`config.mk`:
```
export PLATFORM = sky130hd
export DESIGN_NAME = spi_cmd_engine
export DESIGN_NICKNAME = d
export VERILOG_FILES = /design/src/rtl/spi_eng_pkg.sv /design/src/rtl/spi_eng_regs.sv /design/src/rtl/spi_eng_clkgen.sv /design/src/rtl/spi_eng_seq.sv /design/src/rtl/spi_cmd_engine.sv
export SDC_FILE = /design/constraint.sdc
export NUM_CORES = 1
export LEC_CHECK = 0
export ABC_AREA = 0
export BUFFER_PORTS_ARGS = -buffer_cell sky130_fd_sc_hd__clkbuf_2
export CAP_MARGIN = 40
export CORE_UTILIZATION = 30
export DETAILED_ROUTE_END_ITERATION = 7
export PLACE_DENSITY = 0.51
export SYNTH_ARGS = -nofsm -noshare
export SYNTH_HDL_FRONTEND = slang
export SYNTH_SLANG_ARGS = --single-unit
```
`constraint.sdc`:
```
create_clock -name clk -period 6.7 [get_ports clk]
set_input_delay 0.335 -clock clk [delete_from_list [all_inputs] [get_ports clk]]
set_output_delay 0.335 -clock clk [all_outputs]
set_load 0.01 [all_outputs]
```
`src/rtl/spi_eng_pkg.sv`:
```
package spi_eng_pkg;

  localparam int DIV_W = 3;

  localparam logic [3:0] OFS_OPC    = 4'h0;
  localparam logic [3:0] OFS_CNT    = 4'h1;
  localparam logic [3:0] OFS_CTRL   = 4'h2;
  localparam logic [3:0] OFS_PTRCTL = 4'h3;
  localparam logic [3:0] OFS_DATA   = 4'hC;
  localparam logic [3:0] OFS_SPEED  = 4'hD;

  // system clocks per serial bit for a rate code
  function automatic logic [DIV_W-1:0] div_of_code(input logic [1:0] code);
    case (code)
      2'd1:    return DIV_W'(2);
      2'd2:    return DIV_W'(3);
      default: return DIV_W'(4);
    endcase
  endfunction

  // clocks of the low phase at the start of each bit
  function automatic logic [DIV_W-1:0] low_len(input logic [DIV_W-1:0] n);
    return n - (n >> 1);
  endfunction

  // saturate a byte count at the buffer depth
  function automatic logic [3:0] clamp_cnt(input logic [3:0] c, input logic [3:0] lim);
    return (c > lim) ? lim : c;
  endfunction

endpackage

```
`src/rtl/spi_eng_regs.sv`:
```
module spi_eng_regs
  import spi_eng_pkg::*;
#(
  parameter int DEPTH = 8,
  parameter int PTR_W = $clog2(DEPTH)
) (
  input  logic             clk,
  input  logic             rst_n,
  input  logic [3:0]       bus_addr,
  input  logic             bus_wr,
  input  logic [7:0]       bus_wdata,
  output logic [7:0]       bus_rdata,
  input  logic             speed_norm,
  input  logic             busy,
  input  logic [PTR_W-1:0] eng_idx,
  output logic [7:0]       eng_rdata,
  input  logic             rx_we,
  input  logic [PTR_W-1:0] rx_idx,
  input  logic [7:0]       rx_byte,
  output logic [7:0]       opcode,
  output logic [3:0]       tx_cnt,
  output logic [3:0]       rx_cnt,
  output logic [1:0]       rate_code,
  output logic             start
);

  logic [7:0]       mem [DEPTH];
  logic [PTR_W-1:0] ptr;
  logic [1:0]       rate_norm, rate_fast;
  logic             arb_flag;

  logic wr_opc, wr_cnt, wr_ctrl, wr_ptr, wr_data, wr_speed;
  assign wr_opc   = bus_wr && (bus_addr == OFS_OPC)    && !busy;
  assign wr_cnt   = bus_wr && (bus_addr == OFS_CNT)    && !busy;
  assign wr_ctrl  = bus_wr && (bus_addr == OFS_CTRL);
  assign wr_ptr   = bus_wr && (bus_addr == OFS_PTRCTL);
  assign wr_data  = bus_wr && (bus_addr == OFS_DATA)   && !busy;
  assign wr_speed = bus_wr && (bus_addr == OFS_SPEED);

  assign start     = wr_ctrl && bus_wdata[0] && !busy;
  assign rate_code = speed_norm ? rate_norm : rate_fast;
  assign eng_rdata = mem[eng_idx];

  always_ff @(posedge clk or negedge rst_n) begin
    if (!rst_n) begin
      opcode    <= '0;
      tx_cnt    <= '0;
      rx_cnt    <= '0;
      arb_flag  <= 1'b0;
      rate_norm <= 2'd3;
      rate_fast <= 2'd1;
    end else begin
      if (wr_opc)   opcode <= bus_wdata;
      if (wr_cnt)   {rx_cnt, tx_cnt} <= bus_wdata;
      if (wr_ctrl)  arb_flag <= bus_wdata[3];
      if (wr_speed) {rate_fast, rate_norm} <= bus_wdata[7:4];
    end
  end

  always_ff @(posedge clk or negedge rst_n) begin
    if (!rst_n) begin
      ptr <= '0;
    end else if (wr_ptr) begin
      if (bus_wdata[4])      ptr <= '0;
      else if (bus_wdata[5]) ptr <= ptr + 1'b1;
    end
  end

  always_ff @(posedge clk or negedge rst_n) begin
    if (!rst_n) begin
      for (int i = 0; i < DEPTH; i++) mem[i] <= '0;
    end else if (rx_we) begin
      mem[rx_idx] <= rx_byte;
    end else if (wr_data) begin
      mem[ptr] <= bus_wdata;
    end
  end

  always_comb begin
    case (bus_addr)
      OFS_OPC:   bus_rdata = opcode;
      OFS_CNT:   bus_rdata = {rx_cnt, tx_cnt};
      OFS_CTRL:  bus_rdata = {4'b0, arb_flag, 2'b0, busy};
      OFS_DATA:  bus_rdata = mem[ptr];
      OFS_SPEED: bus_rdata = {rate_fast, rate_norm, 4'(ptr)};
      default:   bus_rdata = 8'h00;
    endcase
  end

  // count register holds while a command runs
  assert_cnt_hold_R10: assert property (@(posedge clk) disable iff (!rst_n)
    (bus_wr && bus_addr == OFS_CNT && busy) |=> ({rx_cnt, tx_cnt} == $past({rx_cnt, tx_cnt})));

  // pointer reset strobe
  assert_ptr_clear_R3: assert property (@(posedge clk) disable iff (!rst_n)
    (bus_wr && bus_addr == OFS_PTRCTL && bus_wdata[4]) |=> (ptr == '0));

  // pointer advance strobe
  assert_ptr_step_R3: assert property (@(posedge clk) disable iff (!rst_n)
    (bus_wr && bus_addr == OFS_PTRCTL && bus_wdata[5] && !bus_wdata[4])
      |=> (ptr == PTR_W'($past(ptr) + 1'b1)));

endmodule

```
`src/rtl/spi_eng_clkgen.sv`:
```
module spi_eng_clkgen
  import spi_eng_pkg::*;
(
  input  logic             clk,
  input  logic             rst_n,
  input  logic             run,
  input  logic [DIV_W-1:0] div,
  output logic             sclk,
  output logic             bit_end
);

  logic [DIV_W-1:0] cnt;
  logic [DIV_W-1:0] lo;

  assign lo      = low_len(div);
  assign bit_end = run && (cnt == div - 1'b1);
  assign sclk    = run && (cnt >= lo);

  always_ff @(posedge clk or negedge rst_n) begin
    if (!rst_n)       cnt <= '0;
    else if (!run)    cnt <= '0;
    else if (bit_end) cnt <= '0;
    else              cnt <= cnt + 1'b1;
  end

endmodule

```
`src/rtl/spi_eng_seq.sv`:
```
module spi_eng_seq
  import spi_eng_pkg::*;
#(
  parameter int DEPTH  = 8,
  parameter int PTR_W  = $clog2(DEPTH),
  parameter int BYTE_W = $clog2(2 * DEPTH + 2)
) (
  input  logic             clk,
  input  logic             rst_n,
  input  logic             start,
  input  logic [7:0]       opcode,
  input  logic [3:0]       tx_cnt,
  input  logic [3:0]       rx_cnt,
  input  logic [1:0]       rate_code,
  input  logic [7:0]       fifo_rdata,
  input  logic             miso,
  input  logic             bit_end,
  output logic             run,
  output logic [DIV_W-1:0] div,
  output logic [PTR_W-1:0] fifo_idx,
  output logic             rx_we,
  output logic [PTR_W-1:0] rx_idx,
  output logic [7:0]       rx_byte,
  output logic             mosi
);

  localparam logic [3:0] LIM = 4'(DEPTH);

  logic [BYTE_W-1:0] byte_idx;
  logic [2:0]        bit_idx;
  logic [3:0]        tx_n, rx_n;
  logic [6:0]        rx_sh;
  logic [BYTE_W-1:0] last_byte;
  logic              in_opc, in_rx, last_bit;
  logic [7:0]        cur_tx;

  assign last_byte = BYTE_W'(tx_n) + BYTE_W'(rx_n);
  assign in_opc    = (byte_idx == '0);
  assign in_rx     = (byte_idx > BYTE_W'(tx_n));
  assign last_bit  = (bit_idx == 3'd7);
  assign fifo_idx  = PTR_W'(byte_idx - 1'b1);
  assign rx_idx    = PTR_W'(byte_idx - BYTE_W'(tx_n) - 1'b1);
  assign cur_tx    = in_opc ? opcode : fifo_rdata;
  assign mosi      = run && !in_rx && cur_tx[3'd7 - bit_idx];
  assign rx_byte   = {rx_sh, miso};
  assign rx_we     = run && in_rx && bit_end && last_bit;

  always_ff @(posedge clk or negedge rst_n) begin
    if (!rst_n) begin
      run      <= 1'b0;
      byte_idx <= '0;
      bit_idx  <= '0;
      tx_n     <= '0;
      rx_n     <= '0;
      div      <= DIV_W'(4);
      rx_sh    <= '0;
    end else if (start) begin
      run      <= 1'b1;
      byte_idx <= '0;
      bit_idx  <= '0;
      tx_n     <= clamp_cnt(tx_cnt, LIM);
      rx_n     <= clamp_cnt(rx_cnt, LIM);
      div      <= div_of_code(rate_code);
    end else if (run && bit_end) begin
      rx_sh   <= {rx_sh[5:0], miso};
      bit_idx <= bit_idx + 1'b1;
      if (last_bit) begin
        if (byte_idx == last_byte) run <= 1'b0;
        else                       byte_idx <= byte_idx + 1'b1;
      end
    end
  end

  // a start request always opens a transfer
  assert_start_runs_R4: assert property (@(posedge clk) disable iff (!rst_n)
    start |=> (run && byte_idx == '0 && bit_idx == '0));

endmodule

```
`src/rtl/spi_cmd_engine.sv`:
```
module spi_cmd_engine
  import spi_eng_pkg::*;
#(
  parameter int DEPTH = 8,
  parameter int PTR_W = $clog2(DEPTH)
) (
  input  logic       clk,
  input  logic       rst_n,
  input  logic [3:0] reg_addr,
  input  logic       reg_wr,
  input  logic [7:0] reg_wdata,
  output logic [7:0] reg_rdata,
  input  logic       speed_norm,
  input  logic       miso,
  output logic       sclk,
  output logic       cs_n,
  output logic       mosi
);

  logic             run, start, rx_we, bit_end;
  logic [7:0]       opcode, eng_rdata, rx_byte;
  logic [3:0]       tx_cnt, rx_cnt;
  logic [1:0]       rate_code;
  logic [PTR_W-1:0] fifo_idx, rx_idx;
  logic [DIV_W-1:0] div;

  spi_eng_regs #(.DEPTH(DEPTH), .PTR_W(PTR_W)) u_regs (
    .clk(clk), .rst_n(rst_n),
    .bus_addr(reg_addr), .bus_wr(reg_wr), .bus_wdata(reg_wdata), .bus_rdata(reg_rdata),
    .speed_norm(speed_norm), .busy(run),
    .eng_idx(fifo_idx), .eng_rdata(eng_rdata),
    .rx_we(rx_we), .rx_idx(rx_idx), .rx_byte(rx_byte),
    .opcode(opcode), .tx_cnt(tx_cnt), .rx_cnt(rx_cnt),
    .rate_code(rate_code), .start(start)
  );

  spi_eng_seq #(.DEPTH(DEPTH), .PTR_W(PTR_W)) u_seq (
    .clk(clk), .rst_n(rst_n), .start(start),
    .opcode(opcode), .tx_cnt(tx_cnt), .rx_cnt(rx_cnt), .rate_code(rate_code),
    .fifo_rdata(eng_rdata), .miso(miso), .bit_end(bit_end),
    .run(run), .div(div), .fifo_idx(fifo_idx),
    .rx_we(rx_we), .rx_idx(rx_idx), .rx_byte(rx_byte), .mosi(mosi)
  );

  spi_eng_clkgen u_clk (
    .clk(clk), .rst_n(rst_n), .run(run), .div(div),
    .sclk(sclk), .bit_end(bit_end)
  );

  assign cs_n = !run;

  // no serial clock activity outside a selected frame
  assert_sclk_idle_R9: assert property (@(posedge clk) disable iff (!rst_n)
    cs_n |-> !sclk);

  // response bytes are only written inside a frame
  assert_rx_in_frame_R6: assert property (@(posedge clk) disable iff (!rst_n)
    rx_we |-> (!cs_n && !mosi));

endmodule

```
==> results of run 1 <==
-- worst max-delay path, cell delays in order, from the launching register on --
cell and delay [ns]:
dfrtp_1 0.32, buf_4 0.39, inv_1 0.27, ha_1 0.87, mux4_2 0.43, mux4_2 0.48, and3_1 0.20, a2111oi_0 0.37
a311oi_1 0.15, clkbuf_2 0.17
-- power groups by stage --
stage / sequential (uW) / combinational (uW) / clock (uW)
6_report: 1090 / 1260 / 1010
5_1_grt: 1100 / 1390 / 1060
4_1_cts: 1080 / 1270 / 1020
3_5_place_dp: 1090 / 1260 / 0
3_3_place_gp: 1090 / 1230 / 0
2_1_floorplan: 924 / 991 / 0
-- final cells by class --
type                            instances  share of cell area
Timing Repair Buffer                   49             0.03537
Inverter                               23            0.009386
Clock buffer                           21             0.05115
Sequential cell                       118              0.3216
Clock inverter                         11             0.01850
Tap cell                              335             0.04557
Multi-Input combinational cell        600              0.5184
-- state kept, by name (all words and copies together) (netlist names), 3 cells and up --
register	flops
u_regs.mem	64
u_regs.opcode	8
u_seq.rx_sh	7
u_seq.byte_idx	5
u_regs.rx_cnt	4
u_regs.tx_cnt	4
u_seq.rx_n	4
u_seq.tx_n	4
u_clk.cnt	3
u_regs.ptr	3
u_seq.bit_idx	3
u_seq.div	3
-- synthesized netlist by cell type (all sizes together), types with 6 or more instances --
master     n  area [um^2]
a2111oi    7        61.31
a21o      12        90.09
a21oi     12        60.06
a221oi     6        52.55
a22o      10        87.58
a22oi      7        52.55
a31oi     11        68.82
and2       6        37.54
buf       29        162.7
clkbuf    27        101.4
dfrtp    114         2853
ha        22        275.3
inv       23        86.33
mux2      88        991.0
mux2i     83        830.8
mux4      15        337.8
nand2    150        563.0
nand2b    11        68.82
nand3     15        80.08
nand3b     6        45.04
nor2      31        118.9
nor2b      8        50.05
nor3       9        55.05
o21ai     27        135.1
o22ai      6        65.06
xnor2     10        87.58
xor2       6        52.55
-- layer usage --
metal  up-vias  part of all wire  GRT usage
met5         -           0.00051          0
met4         2             0.019    0.06501
met3        36             0.061    0.03694
met2       222              0.45     0.2924
met1      3167              0.47     0.2656
li1       2888                 -          -
-- how the worst min path moves through the flow --
stage / depth (start not counted) / from / end
2_1_floorplan: 0 / rst_n / u_clk.cnt[0]$_DFF_PN0_
3_3_place_gp: 1 / rst_n / u_seq.rx_sh[0]$_DFFE_PN0P_
3_5_place_dp: 1 / rst_n / u_regs.mem[56]$_DFFE_PN0P_
4_1_cts: 3 / reg_wr / u_regs.arb_flag$_DFFE_PN0N_
5_1_grt: 3 / reg_wr / u_regs.arb_flag$_DFFE_PN0N_
6_report: 3 / reg_wr / u_regs.arb_flag$_DFFE_PN0N_
-- cells by family (layout without fill, tap and decap cells) --
kind of cell | Yosys count | after routing
and+or+nand+nor | 256 | 256
muxes | 186 | 186
DFF | 118 | 118
AOI/OAI and AO/OA | 116 | 116
buffers and inverters | 79 | 104
adders and majority gates | 25 | 25
xor gates and xnor gates | 17 | 17
-- through the flow --
stage | area (um^2) | util | instances
floorplan | 8065 | - | 797
global placement | 8467 | 0.3231 | 1116
detailed placement | 8547 | 0.3261 | 1124
CTS | 9198 | 0.3510 | 1157
global route | 9198 | 0.3510 | 1157
finish | 9198 | 0.3510 | 1157
-- placed cells by master (no fill, tap or decap), types with 3 or more instances in the layout --
cell type	count
nand2_1	150
dfrtp_1	114
mux2_2	87
mux2i_1	83
nor2_1	30
o21ai_0	26
clkbuf_2	26
inv_1	23
ha_1	22
buf_4	19
clkbuf_16	17
mux4_2	15
nand3_1	14
a21oi_1	12
a21o_1	12
nand2b_1	11
a31oi_1	11
a22o_1	10
xnor2_1	10
nor2b_1	8
nor3_1	7
a22oi_1	7
a2111oi_0	7
and2_1	6
a221oi_1	6
xor2_1	6
nand3b_1	6
and3_1	5
o32ai_4	5
o22ai_1	4
o221ai_1	4
and4_1	4
bufinv_16	4
dfstp_2	4
o211ai_1	3
fa_1	3
clkbuf_8	3
clkinvlp_4	3
==> metrics.md, run 1 <==
| Metric | Value |
|---|---|
| Final TNS setup | 0 ns |
| Simple-gate share of the synthesized area | 0.1460 |
| Flop pwr share | 0.324 |
| Setup Buffers After CTS | 0 |
| Area of the multi-input gates | between 4000 and 5000 um^2 |
| Cts repair resizes | 0 |
| Clock transition at path regs | roughly 0.06 ns |
| Starting Density | 0.3078 |
| Worst flop-to-flop path startpoint | u_seq.byte_idx[0]$_DFFE_PN0P_ |
| Die Span Y | between 150 and 200 um |
| Drt via density | ~5.5 |
| CP Capture Type | output pin |
| DRC | 2 |
| Clk_skew | around 0.011 ns |
| Power Total | approximately 3400 uW |
| Syn_nets | ~840 |
| Area Growth Syn to Fin | 14.04% |
| Adder-cell share of the synthesized area | 0.04158 |
| Yosys cell types | 57 |
| Synth warn | 0 |
| Largest net degree at the start of global routing | 53 |
| Die footprint | 27540 um^2 |
| Mux cell area share after synthesis | 0.2678 |
| CP Capture Point | mosi |
| Slew Viols, Final | 0 |
| Drt wl/cell | approximately 22 um |
| Switch share | 0.3931 |
| Startpoint type of the worst setup path | register |
| Status | finished, violations left |
| Die X | 166.0 um |
| Comb pwr share | 0.376 |
| Num ports | 28 |
| Post-synth top flop | dfrtp_1 |
| Failing checks | DRC |
| ANT nets after route | 0 |
| Max VDD drop | about 180 uV |
| GRT Overall Usage | 0.1901 |
| DR iter-0 viols | around 460 |
| Number of synthesized flops with an enable pin | 0 |
| Crit path time final | roughly 4.4 ns |
| Hold_buf cts | 1 |
| Final worst-path cycle share | 0.6586 |
| Internal Power | 2039 uW |
| # nets final | between 800 and 900 |
| RSZ-0062 raised after global routing | false |
| Htree depth | 4 |
| Worst EP arrival | roughly 4 ns |
| RR Endpoint | u_regs.mem[16]$_DFFE_PN0P_ |
| Clock buffer depth | 2 |
| Worst skew pair latency | about 0.43 ns |
| Pleak | approximately 0.0039 uW |
| Reg2reg setup slack | ~2.9 ns |
| Crit-path max FO | 30 |
| Worst-Margin Slew | 0.8593 ns |
| Final setup fails | 0 |
| Fin worst setup slack | between 2 and 2.5 ns |
| Initial antenna violation count | 1 |
| Synth Area in Compound Gates | 0.1143 |
| WL final | about 25000 um |
| Worst Hold Class | primary input to register |
| Main combinational cell family by area after synthesis | multiplexers |
| Share of cells above drive strength 1 | 0.2433 |
| PwrDens | 365.2 nW/um^2 |
| Max-Cap Viols | 0 |
| F_max | ~230 MHz |
| Async set or reset register ratio after synthesis | 1.000 |
| Mean Syn Cell Area | between 10 and 15 um^2 |
| CTS tree | done |
| Worst Reg-to-Reg Cells | 11 |
| Total grt overflow | 0 |
| Relative slew slack | 0.4250 |
| # rows | ~60 |
| Clock power share | 0.300 |
| CTS sink cnt | about 120 |
| Via count | around 6300 |
| Diode count | 0 |
| Post-synthesis xor/xnor area fraction | 0.02017 |
| FF+latch area | slightly below 3000 um^2 |
| Crit. Startpoint | u_seq.byte_idx[0]$_DFFE_PN0P_ |
| Pre-CTS setup slack | around 2.7 ns |
| Mapped cell area | 8065 um^2 |
| IO buf count | 27 |
| Required time worst endpoint | around 6.4 ns |
| Vias in the first global route | roughly 6200 |
| GP Congestion | ~0.88 |
| Register area share after synthesis | 0.3667 |
| P_sw | ~1300 uW |
| Core ar. | 26210 um^2 |
| Post-synthesis register bit count | between 100 and 150 |
| WS Path Type | register to output pin |
| First-pass GRT wire length | 39410 um |
| Final Hold Fails | 0 |
| Root Buffer | clkbuf_16 |
| Dpl hpwl | about 18000 um |
| Fin Hold WS | ~0.3 ns |
| CTS buffer count | 17 |
| Drt first pass iters | 7 |
| Syn Inst Count | between 700 and 800 |
| Number of fill cells | ~2700 |
No activity file was read; power rests on OpenSTA's default activity.
==> inputs of run 2 (changes only) <==
clock period = 4.1 ns   (was 6.7 ns; I/O delays follow)
==> run 2 against run 1 <==
  * The run still ends with DRC left
  * Register-to-register slack worse by 2.1 ns
  * First-iteration DRC count up 27%
  * Global-route usage up 0.32 points
  * Combinational power up 68%
  * Non-clock buffer count up 1
  * Cell count rose by 0.26%
  * Wire length rose by 1.1%
  * Design area is essentially flat
  * Sequential share of layout area barely moved
  * Sequential power up 61%
  * Largest cell class unchanged
==> metrics.md, run 2 (same netlist as run 1, synthesis figures left out) <==
| Metric | Value |
|---|---|
| Status | finished, violations left |
| Failing checks | DRC |
| WS Path Type | register to output pin |
| Die Span Y | 166.0 um |
| Htree depth | 4 |
| GRT Overall Usage | 0.1933 |
| Worst flop-to-flop path startpoint | u_seq.byte_idx[0]$_DFFE_PN0P_ |
| Clock transition at path regs | roughly 0.06 ns |
| Worst EP arrival | between 3 and 4 ns |
| Final setup fails | 0 |
| Pre-CTS setup slack | approximately 0.87 ns |
| Required time worst endpoint | just under 4 ns |
| Worst Hold Class | primary input to async pin |
| PwrDens | about 600 nW/um^2 |
| Relative slew slack | 0.4273 |
| DR iter-0 viols | just under 600 |
| Drt first pass iters | 7 |
| GR Util met1 | 0.2626 |
| Cts repair resizes | 0 |
| F_max | around 270 MHz |
| Largest registers | u_regs.mem (64), u_regs.opcode (8), u_seq.rx_sh (7) |
| Starting Density | 0.3078 |
| # nets final | approximately 850 |
| ANT nets after route | 0 |
| Most Crowded Layer GR | met2 |
| Die X | between 150 and 200 um |
| Die footprint | between 20000 and 30000 um^2 |
| Setup Buffers After CTS | 0 |
| Root Buffer | clkbuf_16 |
| Worst-Margin Slew | around 0.86 ns |
| Vias in the first global route | around 6300 |
| Num ports | 28 |
| Met2 Use GR | 0.2937 |
| Max VDD drop | just over 300 uV |
| Fin worst setup slack | roughly 0.4 ns |
| First-pass GRT wire length | about 40000 um |
| RSZ-0062 raised after global routing | false |
| CTS sink cnt | between 100 and 150 |
| WL final | between 20000 and 30000 um |
| Startpoint type of the worst setup path | register |
| Share of cells above drive strength 1 | 0.2454 |
| Max-Cap Viols | 0 |
| IO buf count | 27 |
| # rows | 59 |
| Drt via density | around 5.5 |
| GP Congestion | between 0.8 and 0.9 |
| CP Capture Type | output pin |
| Final TNS setup | 0 ns |
| Core ar. | roughly 26000 um^2 |
| CTS tree | done |
| Slew Viols, Final | 0 |
| Drt wl/cell | around 22 um |
| Met3 global-route usage | 0.04051 |
| Area Growth Syn to Fin | 13.98% |
| Most frequent cells in the layout | nand2_1 (150), dfrtp_1 (114), mux2_2 (87) |
| Crit path time final | between 3 and 4 ns |
| Worst skew pair latency | 0.43 ns |
| Total grt overflow | 0 |
| Final worst-path cycle share | 0.9029 |
| Largest net degree at the start of global routing | 62 |
| Final Hold Fails | 0 |
| Largest register FFs | 64 |
| Dpl hpwl | approximately 18000 um |
| Clk_skew | 0.01090 ns |
| Crit-path max FO | 16 |
| Via count | about 6400 |
| Most common cell after layout, fill and taps aside | nand2_1 |
| DRC | 4 |
| Pleak | 0.003898 uW |
| Biggest register | u_regs.mem |
| Initial antenna violation count | 2 |
| CTS buffer count | 17 |
| Crit. Startpoint | u_seq.byte_idx[1]$_DFFE_PN0P_ |
| Hold_buf cts | 1 |
| Clock buffer depth | 2 |
==> run 2: changes by cell type in the layout (fill, tap and decap cells not counted) <==
| cell | before | now |
|---|---|---|
| clkinv_4 | 0 | 1 |
| buf_4 | 19 | 20 |
| buf_12 | 0 | 2 |
| bufinv_16 | 4 | 2 |
| clkdlybuf4s18_2 | 1 | 0 |
| inv_6 | 2 | 5 |
| clkbuf_8 | 3 | 2 |
| buf_2 | 1 | 0 |
| clkbuf_1 | 1 | 0 |
| diode_2 | 0 | 2 |
==> run 2: layout make-up <==
type | count | area (um^2)
clock inverters | 13 | 145.1
clock buffers | 19 | 452.9
repair buffers | 50 | 357.8
diodes | 2 | 5.005
multi-input cells | 600 | 4768
fillers | 2639 | 17010
flip-flops and latches | 118 | 2958
well taps | 335 | 419.2
inverters | 23 | 86.33
==> run 2: final timing paths <==
kind                                                    to  slack, ns  cells past startpoint
setup / recovery                                      mosi       0.40                      8
hold / removal                  u_regs.mem[57]$_DFFE_PN0P_       0.15                      2
setup reg to reg                 u_regs.mem[1]$_DFFE_PN0P_       0.78                      8
hold reg to reg                  u_seq.rx_n[3]$_DFFE_PN0N_       0.49                      2
max in group asynchronous  u_regs.rate_fast[0]$_DFFE_PN1P_       3.34                      3
min in group clk               u_regs.arb_flag$_DFFE_PN0N_       0.16                      3
==> run 2: critical path: stages, from the launching register on <==
cell and delay [ns]:
dfrtp_1 0.52, inv_1 0.11, ha_1 0.63, mux4_2 0.40, mux4_2 0.48, and3_1 0.19
a2111oi_0 0.41, a311oi_1 0.17, clkbuf_2 0.17
==> run 2: stage by stage <==
step / instances / total power (uW) / util / hold slack, ns / area (um^2)
after global routing: 1158 / 5730 / 0.3506 / 0.1546 / 9188
after detailed placement: 1125 / 3863 / 0.3274 / 0.05778 / 8579
final: 1160 / 5418 / 0.3508 / 0.1497 / 9193
after floorplan: 797 / 3130 / - / -0.09059 / 8065
after CTS: 1158 / 5427 / 0.3506 / 0.1434 / 9188
after global placement: 1121 / 3817 / 0.3255 / 0.4105 / 8529
==> run 2: power by group <==
group          total, uW  leakage, uW  switching (uW)  internal, uW
Combinational       2120      0.00229            1220           901
Clock               1550     0.000287             618           935
Sequential          1750      0.00132             365          1380
Total               5420      0.00390            2200          3220
==> run 2: per-layer routing <==
metal / vias up / share of wire
li1: 2893 / -
met1: 3231 / 0.46
met5: - / 0
met4: 0 / 0.037
met3: 48 / 0.061
met2: 227 / 0.44
==> inputs of run 3 (changes only) <==
CTS_BUF_LIST = sky130_fd_sc_hd__clkbuf_16   (was default)
PLACE_DENSITY = 0.44   (was 0.51)
==> run 3 against run 2 <==
  * The flow still finishes with violations (DRC)
  * Sequential cell count unchanged
  * Register-to-register slack improved by 0.15 ns
  * Non-clock buffer count is 1 higher
==> metrics.md, run 3 (same netlist as run 1, synthesis figures left out) <==
| Metric | Value |
|---|---|
| Core ar. | ~26000 um^2 |
| Htree depth | 4 |
| Diode count | 0 |
| Cts repair resizes | 0 |
| Most common cell after layout, fill and taps aside | nand2_1 |
| Final TNS setup | 0 ns |
| Die footprint | 27540 um^2 |
| Worst-Margin Slew | ~0.92 ns |
| IO buf count | 27 |
| Fin util | 0.3484 |
| Reg2reg setup slack | around 0.93 ns |
| Max VDD drop | ~260 uV |
| Largest register FFs | 64 |
| Share of cells above drive strength 1 | 0.2427 |
| Worst Hold Class | primary input to register |
| Clock buffer depth | 2 |
| CP Capture Type | output pin |
| Non-Filler Instances | between 1000 and 1500 |
| F_max | 286.7 MHz |
| Largest net degree at the start of global routing | 48 |
| Max-Cap Viols | 0 |
| Most frequent cells in the layout | nand2_1 (150), dfrtp_1 (114), mux2_2 (87) |
| CTS buffer count | 17 |
| Worst flop-to-flop path startpoint | u_seq.div[0]$_DFFE_PN0N_ |
| Crit-path max FO | 19 |
| Final setup fails | 0 |
| Failing checks | DRC |
| Num ports | 28 |
| Relative slew slack | 0.3806 |
| Final Hold Fails | 0 |
| # nets final | roughly 850 |
| RSZ-0062 raised after global routing | false |
| Slew Viols, Final | 0 |
| ANT nets after route | 0 |
| Die X | 166.0 um |
| GP Congestion | approximately 0.87 |
| CTS tree | done |
| Placed insts | between 1000 and 1500 |
| Dpl hpwl | between 15000 and 20000 um |
| Worst EP arrival | about 3.3 ns |
| Crit path time final | between 3 and 4 ns |
| # rows | 59 |
| Total grt overflow | 0 |
| Drt wl/cell | between 20 and 25 um |
| Crit. Startpoint | u_seq.byte_idx[1]$_DFFE_PN0P_ |
| Largest registers | u_regs.mem (64), u_regs.opcode (8), u_seq.rx_sh (7) |
| Required time worst endpoint | between 3 and 4 ns |
| Clk_skew | roughly 0.010 ns |
| Via count | between 6000 and 7000 |
| Area Growth Syn to Fin | 13.20% |
| Worst skew pair latency | ~0.43 ns |
| Root Buffer | clkbuf_16 |
| Biggest register | u_regs.mem |
| WS Path Type | register to output pin |
| DR iter-0 viols | 497 |
| PwrDens | between 500 and 600 nW/um^2 |
| CTS sink cnt | ~120 |
| Starting Density | 0.3078 |
| Drt first pass iters | 8 |
| DRC | 4 |
| Initial antenna violation count | 1 |
| Status | finished, violations left |
| Drt via density | between 5 and 6 |
| Final worst-path cycle share | 0.8507 |
| Clock transition at path regs | roughly 0.060 ns |
| Startpoint type of the worst setup path | register |
| First-pass GRT wire length | approximately 40000 um |
| WL final | roughly 26000 um |
| Hold_sp | reg_wr |
| GRT Overall Usage | 0.1970 |
| Pleak | between 0.003 and 0.004 uW |
| Vias in the first global route | roughly 6000 |
| Die Span Y | roughly 170 um |
==> run 3: cell type report <==
type | count | area (um^2)
fillers | 2675 | 17080
multi-input cells | 600 | 4768
flip-flops and latches | 118 | 2958
clock buffers | 17 | 425.4
well taps | 335 | 419.2
repair buffers | 51 | 320.3
clock inverters | 15 | 152.6
inverters | 23 | 86.33
==> run 3: power by group <==
group / switching (uW) / internal, uW
Sequential: 381 / 1380
Combinational: 1210 / 910
Clock: 608 / 896
==> run 3: metal layers <==
layer / share of wire / track usage
met5: 0 / 0
met4: 0.022 / 0.06623
met3: 0.066 / 0.04909
met2: 0.45 / 0.3042
met1: 0.46 / 0.2682
==> run 3: per-stage QoR <==
step	setup WS (ns)	hold slack (ns)	instance area, um^2	power, uW
4_1_cts	0.5284	0.1613	9130	5424
2_1_floorplan	1.397	-0.09059	8065	3130
3_3_place_gp	1.006	0.2764	8542	3890
3_5_place_dp	0.9497	0.2734	8542	3906
5_1_grt	0.3615	0.1753	9130	5698
6_report	0.6122	0.1767	9130	5390
==> run 3: worst paths after layout <==
path / to / cells after the start
max in group asynchronous: u_regs.mem[6]$_DFFE_PN0P_ / 3
min in group asynchronous: u_regs.rx_cnt[1]$_DFFE_PN0P_ / 2
setup / recovery: mosi / 10
hold / removal: u_regs.arb_flag$_DFFE_PN0N_ / 3
setup reg to reg: u_regs.mem[26]$_DFFE_PN0P_ / 10
hold reg to reg: u_clk.cnt[0]$_DFF_PN0_ / 1
==> run 3: critical path, stage by stage, from the launching register on <==
cell,delay (ns)
dfrtp_1,0.50
inv_1,0.12
ha_1,0.42
buf_4,0.29
mux4_2,0.35
and2_1,0.17
a211oi_1,0.25
nor4_1,0.08
a2111oi_0,0.35
a311oi_1,0.16
clkbuf_2,0.17
==> run 3: timing repair <==
| action | 4_1_cts | 5_1_grt |
|---|---|---|
| hold buffers | 1 | 0 |
| setup buffers | 0 | 0 |
| hold endpoints to repair | 44 | 0 |
